File: src/rtl/epon_enc_pkg.sv
package epon_enc_pkg;

   typedef enum logic [3:0] {
      CL_FAULT, CL_IEI, CL_START, CL_DATA, CL_TERM,
      CL_IDLE, CL_PARITY, CL_OTHER, CL_ERR
   } blk_class_e;

   // interface-side control characters
   localparam logic [7:0] XC_IDLE  = 8'h07;
   localparam logic [7:0] XC_IEI   = 8'h08;
   localparam logic [7:0] XC_PAR   = 8'h09;
   localparam logic [7:0] XC_ERR   = 8'hFE;
   localparam logic [7:0] XC_START = 8'hFB;
   localparam logic [7:0] XC_TERM  = 8'hFD;

   // line-side 7-bit control codes
   localparam logic [6:0] LC_IDLE = 7'h00;
   localparam logic [6:0] LC_IEI  = 7'h08;
   localparam logic [6:0] LC_PAR  = 7'h09;
   localparam logic [6:0] LC_ERR  = 7'h1E;

   localparam logic [7:0] BT_CTRL  = 8'h1E;
   localparam logic [7:0] BT_START = 8'h78;
   localparam logic [1:0] SH_DATA  = 2'b01;
   localparam logic [1:0] SH_CTRL  = 2'b10;

   function automatic logic [7:0] term_type(input logic [2:0] lane);
      logic [7:0] t;
      case (lane)
         3'd0:    t = 8'h87;
         3'd1:    t = 8'h99;
         3'd2:    t = 8'hAA;
         3'd3:    t = 8'hB4;
         3'd4:    t = 8'hCC;
         3'd5:    t = 8'hD2;
         3'd6:    t = 8'hE1;
         default: t = 8'hFF;
      endcase
      return t;
   endfunction

   function automatic logic ctrl_char_legal(input logic [7:0] oct);
      return (oct == XC_IDLE) || (oct == XC_IEI) || (oct == XC_PAR) || (oct == XC_ERR);
   endfunction

   // sequencing table: may class nxt follow a block of class prev
   function automatic logic next_allowed(input blk_class_e prev, input blk_class_e nxt);
      logic ok;
      if (nxt == CL_OTHER) ok = 1'b0;
      else begin
         case (prev)
            CL_FAULT:         ok = (nxt == CL_IEI);
            CL_IEI:           ok = (nxt == CL_IEI) || (nxt == CL_START) || (nxt == CL_PARITY);
            CL_TERM, CL_IDLE: ok = (nxt != CL_TERM);
            default:          ok = 1'b1;
         endcase
      end
      return ok;
   endfunction

endpackage

File: src/rtl/epon_enc_classify.sv
module epon_enc_classify
   import epon_enc_pkg::*;
#(
   parameter int LANES = 8
) (
   input  logic [LANES-1:0]         ctrl,
   input  logic [8*LANES-1:0]       data,
   output blk_class_e               cls,
   output logic [$clog2(LANES)-1:0] term_lane
);
   localparam int LW = $clog2(LANES);
   localparam logic [LANES-1:0] ALL_LANES = '1;

   logic [LANES-1:0] l_idle, l_iei, l_par, l_legal, l_fd, term_hit;

   // per-lane octet decode
   for (genvar i = 0; i < LANES; i++) begin : g_lane
      logic [7:0] oct;
      assign oct        = data[8*i +: 8];
      assign l_idle[i]  = ctrl[i] && (oct == XC_IDLE);
      assign l_iei[i]   = ctrl[i] && (oct == XC_IEI);
      assign l_par[i]   = ctrl[i] && (oct == XC_PAR);
      assign l_legal[i] = ctrl[i] && ctrl_char_legal(oct);
      assign l_fd[i]    = (oct == XC_TERM);
   end

   // one terminate matcher per candidate lane
   for (genvar k = 0; k < LANES; k++) begin : g_term
      localparam logic [LANES-1:0] TMASK = ALL_LANES << k;
      localparam logic [LANES-1:0] TAIL  = ALL_LANES << (k + 1);
      assign term_hit[k] = (ctrl == TMASK) && l_fd[k] && ((l_legal & TAIL) == TAIL);
   end

   always_comb begin
      term_lane = '0;
      for (int k = 0; k < LANES; k++)
         if (term_hit[k]) term_lane = LW'(k);
   end

   always_comb begin
      if (ctrl == '0)                                      cls = CL_DATA;
      else if (ctrl == LANES'(1) && data[7:0] == XC_START) cls = CL_START;
      else if (&l_idle)                                    cls = CL_IDLE;
      else if (&l_iei)                                     cls = CL_IEI;
      else if (&l_par)                                     cls = CL_PARITY;
      else if (|term_hit)                                  cls = CL_TERM;
      else                                                 cls = CL_OTHER;
   end

endmodule

File: src/rtl/epon_enc_build.sv
module epon_enc_build
   import epon_enc_pkg::*;
#(
   parameter int LANES = 8
) (
   input  blk_class_e               kind,
   input  logic [8*LANES-1:0]       data,
   input  logic [$clog2(LANES)-1:0] term_lane,
   output logic [8*LANES+1:0]       blk
);
   localparam int PW = 7 * LANES;

   logic [PW-1:0] keep;
   assign keep = ~({PW{1'b1}} << {term_lane, 3'b000});

   always_comb begin
      case (kind)
         CL_DATA:   blk = {data, SH_DATA};
         CL_START:  blk = {data[8*LANES-1:8], BT_START, SH_CTRL};
         CL_TERM:   blk = {data[PW-1:0] & keep, term_type(term_lane), SH_CTRL};
         CL_IDLE:   blk = {{LANES{LC_IDLE}}, BT_CTRL, SH_CTRL};
         CL_IEI:    blk = {{LANES{LC_IEI}},  BT_CTRL, SH_CTRL};
         CL_PARITY: blk = {{LANES{LC_PAR}},  BT_CTRL, SH_CTRL};
         default:   blk = {{LANES{LC_ERR}},  BT_CTRL, SH_CTRL};
      endcase
   end

endmodule

File: src/rtl/epon_blk_encoder.sv
module epon_blk_encoder
   import epon_enc_pkg::*;
#(
   parameter int               LANES       = 8,
   parameter logic [7*LANES-1:0] FAULT_CODES = 56'h7F
) (
   input  logic                 clk,
   input  logic                 rst_n,
   input  logic                 in_valid,
   output logic                 in_ready,
   input  logic [LANES-1:0]     in_ctrl,
   input  logic [8*LANES-1:0]   in_data,
   output logic                 out_valid,
   input  logic                 out_ready,
   output logic [8*LANES+1:0]   out_block
);
   localparam int LW = $clog2(LANES);
   localparam int BW = 8 * LANES + 2;
   localparam logic [BW-1:0] FAULT_BLK = {FAULT_CODES, BT_CTRL, SH_CTRL};
   localparam logic [BW-1:0] ERR_BLK   = {{LANES{LC_ERR}}, BT_CTRL, SH_CTRL};

   if (LANES != 8) begin : g_lane_chk
      $error("epon_blk_encoder: block formats are defined for eight lanes only");
   end
   if (FAULT_CODES == {LANES{LC_ERR}} || FAULT_CODES == {LANES{LC_IDLE}} ||
       FAULT_CODES == {LANES{LC_IEI}} || FAULT_CODES == {LANES{LC_PAR}}) begin : g_fault_chk
      $error("epon_blk_encoder: fault pattern collides with another control block");
   end

   blk_class_e       cls, emit_kind, prev_cls;
   logic [LW-1:0]    term_lane;
   logic [BW-1:0]    next_blk;
   logic             accept, seq_ok;

   epon_enc_classify #(.LANES(LANES)) u_classify (
      .ctrl      (in_ctrl),
      .data      (in_data),
      .cls       (cls),
      .term_lane (term_lane)
   );

   assign seq_ok    = next_allowed(prev_cls, cls);
   assign emit_kind = seq_ok ? cls : CL_ERR;

   epon_enc_build #(.LANES(LANES)) u_build (
      .kind      (emit_kind),
      .data      (in_data),
      .term_lane (term_lane),
      .blk       (next_blk)
   );

   assign in_ready = !out_valid || out_ready;
   assign accept   = in_valid && in_ready;

   // prev_cls is the sequencing state: class of the block now in the output register
   always_ff @(posedge clk or negedge rst_n) begin
      if (!rst_n) begin
         out_valid <= 1'b1;
         out_block <= FAULT_BLK;
         prev_cls  <= CL_FAULT;
      end else if (accept) begin
         out_valid <= 1'b1;
         out_block <= next_blk;
         prev_cls  <= emit_kind;
      end else if (out_ready) begin
         out_valid <= 1'b0;
      end
   end

   AST_FAULT_ONCE: assert property (@(posedge clk) disable iff (!rst_n)
      accept |=> out_block != FAULT_BLK);
   AST_SYNC_HDR: assert property (@(posedge clk) disable iff (!rst_n)
      out_valid |-> (out_block[1:0] == SH_DATA || out_block[1:0] == SH_CTRL));
   AST_BLK_TYPE: assert property (@(posedge clk) disable iff (!rst_n)
      (out_valid && out_block[1:0] == SH_CTRL) |->
         (out_block[9:2] inside {8'h1E, 8'h78, 8'h87, 8'h99, 8'hAA,
                                 8'hB4, 8'hCC, 8'hD2, 8'hE1, 8'hFF}));
   AST_FAULT_ROW: assert property (@(posedge clk) disable iff (!rst_n)
      (accept && prev_cls == CL_FAULT && cls != CL_IEI) |=> out_block == ERR_BLK);
   AST_ERR_SUBST: assert property (@(posedge clk) disable iff (!rst_n)
      (accept && cls == CL_OTHER) |=> out_block == ERR_BLK);
   AST_ERR_ROW: assert property (@(posedge clk) disable iff (!rst_n)
      (accept && prev_cls == CL_ERR && cls != CL_OTHER) |=> out_block != ERR_BLK);
   AST_OUT_HOLD: assert property (@(posedge clk) disable iff (!rst_n)
      (out_valid && !out_ready) |=> (out_valid && $stable(out_block)));

endmodule

File: config.mk
export PLATFORM = sky130hd
export DESIGN_NAME = epon_blk_encoder
export DESIGN_NICKNAME = d
export VERILOG_FILES = /design/src/rtl/epon_enc_pkg.sv /design/src/rtl/epon_enc_classify.sv /design/src/rtl/epon_enc_build.sv /design/src/rtl/epon_blk_encoder.sv
export SDC_FILE = /design/constraint.sdc
export NUM_CORES = 1
export LEC_CHECK = 0
export BUFFER_PORTS_ARGS = -buffer_cell sky130_fd_sc_hd__buf_2
export CORE_AREA = 2 2 104 106
export DETAILED_ROUTE_END_ITERATION = 7
export DIE_AREA = 0 0 106 108
export PLACE_DENSITY = 0.71
export SETUP_SLACK_MARGIN = 0.02
export SYNTH_ARGS = -nofsm -noshare
export SYNTH_HDL_FRONTEND = slang
export SYNTH_SLANG_ARGS = --single-unit
File: constraint.sdc
create_clock -name clk -period 2.93 [get_ports clk]
set_input_delay 0.293 -clock clk [delete_from_list [all_inputs] [get_ports clk]]
set_output_delay 0.293 -clock clk [all_outputs]
set_load 0.005 [all_outputs]
# Yosys cells after proc, flatten, opt, wreduce, memory -nomap -nowiden
# Cells that the tools add are included.
[word_totals] reg_bits=71 inputBits=76 out_inout_bits=68 elab_cells=183
[op_classes] n_eq_ne=75 shift=1 mux=20 n_bitwise=2 n_reduce_logical=82
[op_table] cell="66-bit case mux with 6 select lines" n=1
[op_table] cell="8-bit equality test, second input constant" n=24
[op_table] cell="8-bit by 4-bit equality test with 1-bit output, second input constant" n=16
[op_table] cell="8-bit by 3-bit equality test with 1-bit output, second input constant" n=8
[op_table] cell="56-bit AND" n=1
[op_table] cell="56-bit inverter" n=1
[op_table] cell="56-bit by 6-bit << shifter with 56-bit output, first input constant" n=1
[op_table] cell="7-bit case mux with 7 select lines" n=1
[op_table] cell="1-bit logical AND" n=48
[op_table] cell="4-bit by 3-bit equality test with 1-bit output, second input constant" n=7
[op_table] cell="1-bit logical OR" n=24
[op_table] cell="4-bit 2-to-1 mux" n=6
[op_table] cell="8-bit AND reduction" n=3
[op_table] cell="3-bit 2-to-1 mux" n=6
[op_table] cell="3-bit equality test, second input constant" n=4
[op_table] cell="4-bit by 1-bit equality test with 1-bit output, second input constant" n=3
[op_table] cell="4-bit by 2-bit equality test with 1-bit output, second input constant" n=3
[op_table] cell="8-bit by 1-bit equality test with 1-bit output, second input constant" n=1
[op_table] cell="8-bit logical NOT" n=1
[op_table] cell="8-bit OR reduction" n=1
[op_table] cell="7-bit equality test, second input constant" n=1
[op_table] cell="3-bit by 2-bit equality test with 1-bit output, second input constant" n=2
[op_table] cell="6-bit equality test, second input constant" n=1
[op_table] cell="5-bit equality test, second input constant" n=1
[op_table] cell="12 further kinds" n=15

# Depth between registers and ports, before layout
[logic_depth] word_depth=22 mapped_depth=12 depth_no_buf=10

# By module
# A second synthesis with hierarchy kept.
[hier_totals] cells_unflattened=582 hier_area_um2=4768.3
[modules_own_cells] mod="epon_blk_encoder" instances=1 cells_each=315 area_per_inst_um2=2813.9 seq_area_each_um2=1793.0
[modules_own_cells] mod="epon_enc_build" instances=1 cells_each=131 area_per_inst_um2=1067.3 seq_area_each_um2=0.0
[modules_own_cells] mod="epon_enc_classify" instances=1 cells_each=136 area_per_inst_um2=887.1 seq_area_each_um2=0.0

# Least setup slack after synthesis
# No wires, ideal clock.
[synth_timing] path_type="input-to-reg" from="input port in_data[17]" to="register out_block[18]" setup_ns=0.130 t_arrival_ns=3.113 required_time_ns=2.800 setup_slack_ns=-0.313 path_stages=11 cell_sequence="or3b_1 > or4_1 > or4_1 > or4_1 > and2_1 > a21o_1 > a32o_1 > buf_6 > buf_6 > a221oi_1 > o21ai_1"
[synth_between] elab_chain_cells=22 word_cells_on_any_way=55 classes_between="eq/ne (18); shift (1); mux (17); bitwise (2); reduce/logical (17)"
[synth_lines] element="start: declaration" line_no="epon_blk_encoder.sv:12" rtl="input logic [8*LANES-1:0] in_data,"
[synth_lines] element="8-bit by 3-bit equality test with 1-bit output / 8-bit by 4-bit equality test with 1-bit output (equally long branches)" line_no="epon_enc_pkg.sv:43, epon_enc_classify.sv:20, epon_enc_classify.sv:21"
[synth_lines] element="1-bit logical OR (3 in a row)" line_no="epon_enc_pkg.sv:43" rtl="return (oct == XC_IDLE) || (oct == XC_IEI) || (oct == XC_PAR) || (oct == XC_ERR);"
[synth_lines] element="1-bit logical AND" line_no="epon_enc_classify.sv:23" rtl="assign l_legal[i] = ctrl[i] && ctrl_char_legal(oct);"
[synth_lines] element="7-bit equality test / 6-bit equality test (equally long branches)" line_no="epon_enc_classify.sv:31" rtl="assign term_hit[k] = (ctrl == TMASK) && l_fd[k] && ((l_legal & TAIL) == TAIL);"
[synth_lines] element="1-bit logical AND" line_no="epon_enc_classify.sv:31"
[synth_lines] element="8-bit OR reduction" line_no="epon_enc_classify.sv:46" rtl="else if (|term_hit) cls = CL_TERM;"
[synth_lines] element="2-bit 2-to-1 mux" line_no="epon_enc_classify.sv:46"
[synth_lines] element="4-bit 2-to-1 mux" line_no="epon_enc_classify.sv:45" rtl="else if (&l_par) cls = CL_PARITY;"
[synth_lines] element="(+3 left out)"
[synth_lines] element="4-bit 2-to-1 mux" line_no="epon_enc_classify.sv:41" rtl="if (ctrl == '0) cls = CL_DATA;"
[synth_lines] element="4-bit by 1-bit equality test with 1-bit output / 4-bit by 2-bit equality test with 1-bit output (equally long branches)" line_no="epon_enc_pkg.sv:52, epon_enc_pkg.sv:53"
[synth_lines] element="1-bit logical OR (2 in a row)" line_no="epon_enc_pkg.sv:53" rtl="CL_IEI: ok = (nxt == CL_IEI) || (nxt == CL_START) || (nxt == CL_PARITY);"
[synth_lines] element="1-bit case mux with 3 select lines" line_no="epon_enc_pkg.sv:51" rtl="case (prev)"
[synth_lines] element="1-bit 2-to-1 mux" line_no="epon_enc_pkg.sv:49" rtl="if (nxt == CL_OTHER) ok = 1'b0;"
[synth_lines] element="4-bit 2-to-1 mux" line_no="epon_blk_encoder.sv:43" rtl="assign emit_kind = seq_ok ? cls : CL_ERR;"
[synth_lines] element="4-bit by 3-bit equality test with 1-bit output (tied with other cells)" line_no="epon_enc_build.sv:17" rtl="case (kind)"
[synth_lines] element="66-bit case mux with 6 select lines *" line_no="epon_enc_build.sv:17"
[synth_lines] element="end signal: assignment" line_no="epon_blk_encoder.sv:63" rtl="out_block <= next_blk;"
[synth_lines] element="end: declaration" line_no="epon_blk_encoder.sv:15" rtl="output logic [8*LANES+1:0] out_block"
# Mark *: on every way between the ends. The rest lies on a longest branch, timed or not.
# A chain may end at the register's enable or synchronous reset.

# Worst setup path after layout
[layout_timing] from="input port in_data[18]" to="register out_block[19]"
# Same word-level chain as after synthesis.

==> out/qor.txt <==
Maximum fanout along the worst path -> 7
Die Footprint -> 11450 µm²
Clock latency on the worst-skew pair -> 0.37 ns
Pins Over Slew Limit -> 0
CP Buf/Inv Count -> 3
RSZ-0062 raised after global routing -> yes
Setup CP Type -> input port to register
Number of global-route vias before repair -> 5955
Crit path cell chain -> buf_6, or3b_4, or4_4, or4_4, or4_4, and2_4, nand3b_1, a32o_2, buf_8, buf_12, a221oi_2, o21ai_1
Area Growth Syn to Fin -> 65.35%
Utilization after layout -> 73.77%
Area of the core -> 10230 µm²
Most frequent CP cell -> or4_4
Critical path's top delay family -> simple AND/OR/NAND/NOR gates
Synth area leaders -> dfrtp_1 32%, dfstp_2 7.5%, nand2_1 6.3%
Initial core utilization -> 44.61%
WL/cell -> 21.52 µm
Total track usage -> 37.22%
Max Freq -> 321.8 MHz
Die extent in x -> 106 µm
CP Capture Type -> register
Worst slew margin -> 40.41%
Clk root buf -> clkbuf_8
Post-Syn Area -> 4564 µm²
Endpoints failing setup -> 53
Seq/Total Area, Yosys -> 39.28%
Synth cell types -> 63
Vias -> 6092
Detailed-route DRC error count -> 0
Initial DRT Pass Iterations -> 6
Non-Filler Instances -> 992
Startpoint Class -> input port
Violated checks -> negative setup slack
Peak supply drop -> 0.0002377 V
Pre-CTS WS -> -0.8200 ns
CTS Buf Count -> 9
WL met2 -> 10170 µm
EDFF count, synth -> 0
Async S/R FF share, synth -> 100.0%
Avg Inst Size Synth -> 8.437 µm²
Final Wtd Congestion -> 1.014
DP HPWL -> 15740 µm
IO Port Bufs -> 143
Min Tclk post-route -> 3.107 ns
Routed wire length -> 21350 µm
Top Ports -> 144
Most instantiated cells after synthesis -> 77 x nand2_1, 58 x dfrtp_1, 43 x o21ai_0, 39 x nor2_1, 28 x a221oi_1
CTS Hold Bufs -> 0
Ys flop type -> dfrtp_1
Placed cell count -> 958
CTS sink cnt -> 71
Outcome -> finished, violations left
Max cap viols -> 0
Grt ovf -> 0
HP Class -> input port to async pin
Num rows -> 37
Synth Instances -> 541
Worst Slack Setup Final -> -0.1772 ns
Most frequent cell after synthesis -> nand2_1
H-tree depth -> 3
Cell taking the most area after synthesis -> dfrtp_1
Largest net degree at the start of global routing -> 59
Initial antenna violation count -> 0
Nets -> 929
Synth warnings -> 0
Hold WS -> 0.03667 ns
Lkg Pwr -> 3.292 nW
Post-synth top area share -> 31.80%
M1 wire length -> 8584 µm
Final period utilization -> 106.0%
Synth Register Bits -> 71
Die Ht -> 108 µm
Syn_nets -> 619
Pwr per Cell Area -> 334.8 nW/µm²
Highest Signal Layer -> met4
Clock Tree Buf Depth -> 2
Slowest cell on the critical path -> or4_4
Final setup skew -> 0.01057 ns
Diodes inserted -> 0
Hold Fails Final Rpt -> 0
Req. time, crit path -> 3.17 ns
CTS tree -> done
Layout cell share with drive strength beyond 1 -> 49.65%
Global-route wire length before repair -> 32400 µm
Met3 WL -> 1698 µm
Drt initial violations -> 562
Worst-Margin Slew -> 0.8938 ns
Setup TNS -> -5.742 ns
Crit-path max cell delay -> 0.48 ns
Routed Antenna Nets -> 0
Clock slew at reported path FFs -> 0.08 ns
Post-DR vias/cell -> 6.141
Critical Path AT -> 3.35 ns
==> stage by stage <==
stage               cell area [µm²]  power, mW
detailed placement             6749      1.509
global placement               6749      1.500
global route                   7547      2.607
floorplan                      4691      1.180
CTS                            7397      2.515
finish                         7547      2.527
==> flip-flops by register name (all words and copies together) (netlist names) <==
signal and flops:
out_block 66, prev_cls 4, out_valid 1
==> cells in the final DEF, fill, tap and decap left out, types with 10 or more instances in the layout <==
master    synthesis  routed
or4_1            14      11
clkbuf_8          0      10
nand2_1          77      75
nor2_1           39      39
o21ai_1          17      38
dfrtp_1          58      58
nor4_1           16      15
a221oi_2          1      20
a21oi_1          27      20
nand4_1          25      25
a22oi_1          26      16
buf_6             3      12
nand3_1          10      10
buf_2             6     141
dfstp_2          13      13
buf_4             0     158
a22oi_2           0      10
o21ai_0          43      17
==> final cells by class <==
cell class | count | area [µm²]
clock buffer | 11 | 141.4
multi-input combinational | 439 | 2969
clock inverter | 5 | 106.4
inverter | 4 | 15.01
timing repair buffer | 326 | 2352
fill | 755 | 2684
tap | 136 | 170.2
sequential | 71 | 1793
==> metal layers <==
metal | global-route usage [%] | vias to the layer above
met3 | 6.269 | 70
met2 | 62.90 | 382
li1 | - | 2733
met4 | 18.61 | 0
met5 | 0 | -
met1 | 46.25 | 2907
==> power breakdown <==
part           leakage, nW  total (mW)  internal [mW]  switching [mW]
combinational         2.34       0.479          0.202           0.277
clock                0.120        1.00          0.591           0.413
sequential           0.836        1.04           1.02          0.0213
==> logic make-up (layout without fill, tap and decap cells) <==
| kind of cell | Yosys count | after routing | synth area share (%) |
|---|---|---|---|
| adders and majority gates | 2 | 2 | 0.5482 |
| and+or+nand+nor | 251 | 251 | 29.61 |
| AOI/OAI and AO/OA | 184 | 184 | 26.89 |
| muxes | 2 | 2 | 0.4660 |
| DFF | 71 | 71 | 39.28 |
| buffers and inverters | 31 | 346 | 3.207 |
==> final timing paths <==
path | startpoint | end | cells past startpoint | slack (ns)
worst max-delay path | in_data[18] | out_block[19] | 12 | -0.18
worst min-delay path | rst_n | out_block[64] | 1 | 0.04
worst max register to register | prev_cls[0] | out_block[19] | 9 | 0.60
worst min register to register | out_block[16] | out_block[16] | 2 | 0.47
max in group asynchronous | rst_n | out_block[13] | 2 | 2.13
min in group clk | in_valid | out_valid | 2 | 0.15
==> what timing repair did <==
action                                  CTS  global route
pin swaps                                14            13
setup buffers                             7             8
resized for setup                        69            29
gates cloned                              5             0
endpoints found under the setup margin   69            69
Power figures use the tool's default switching activity.
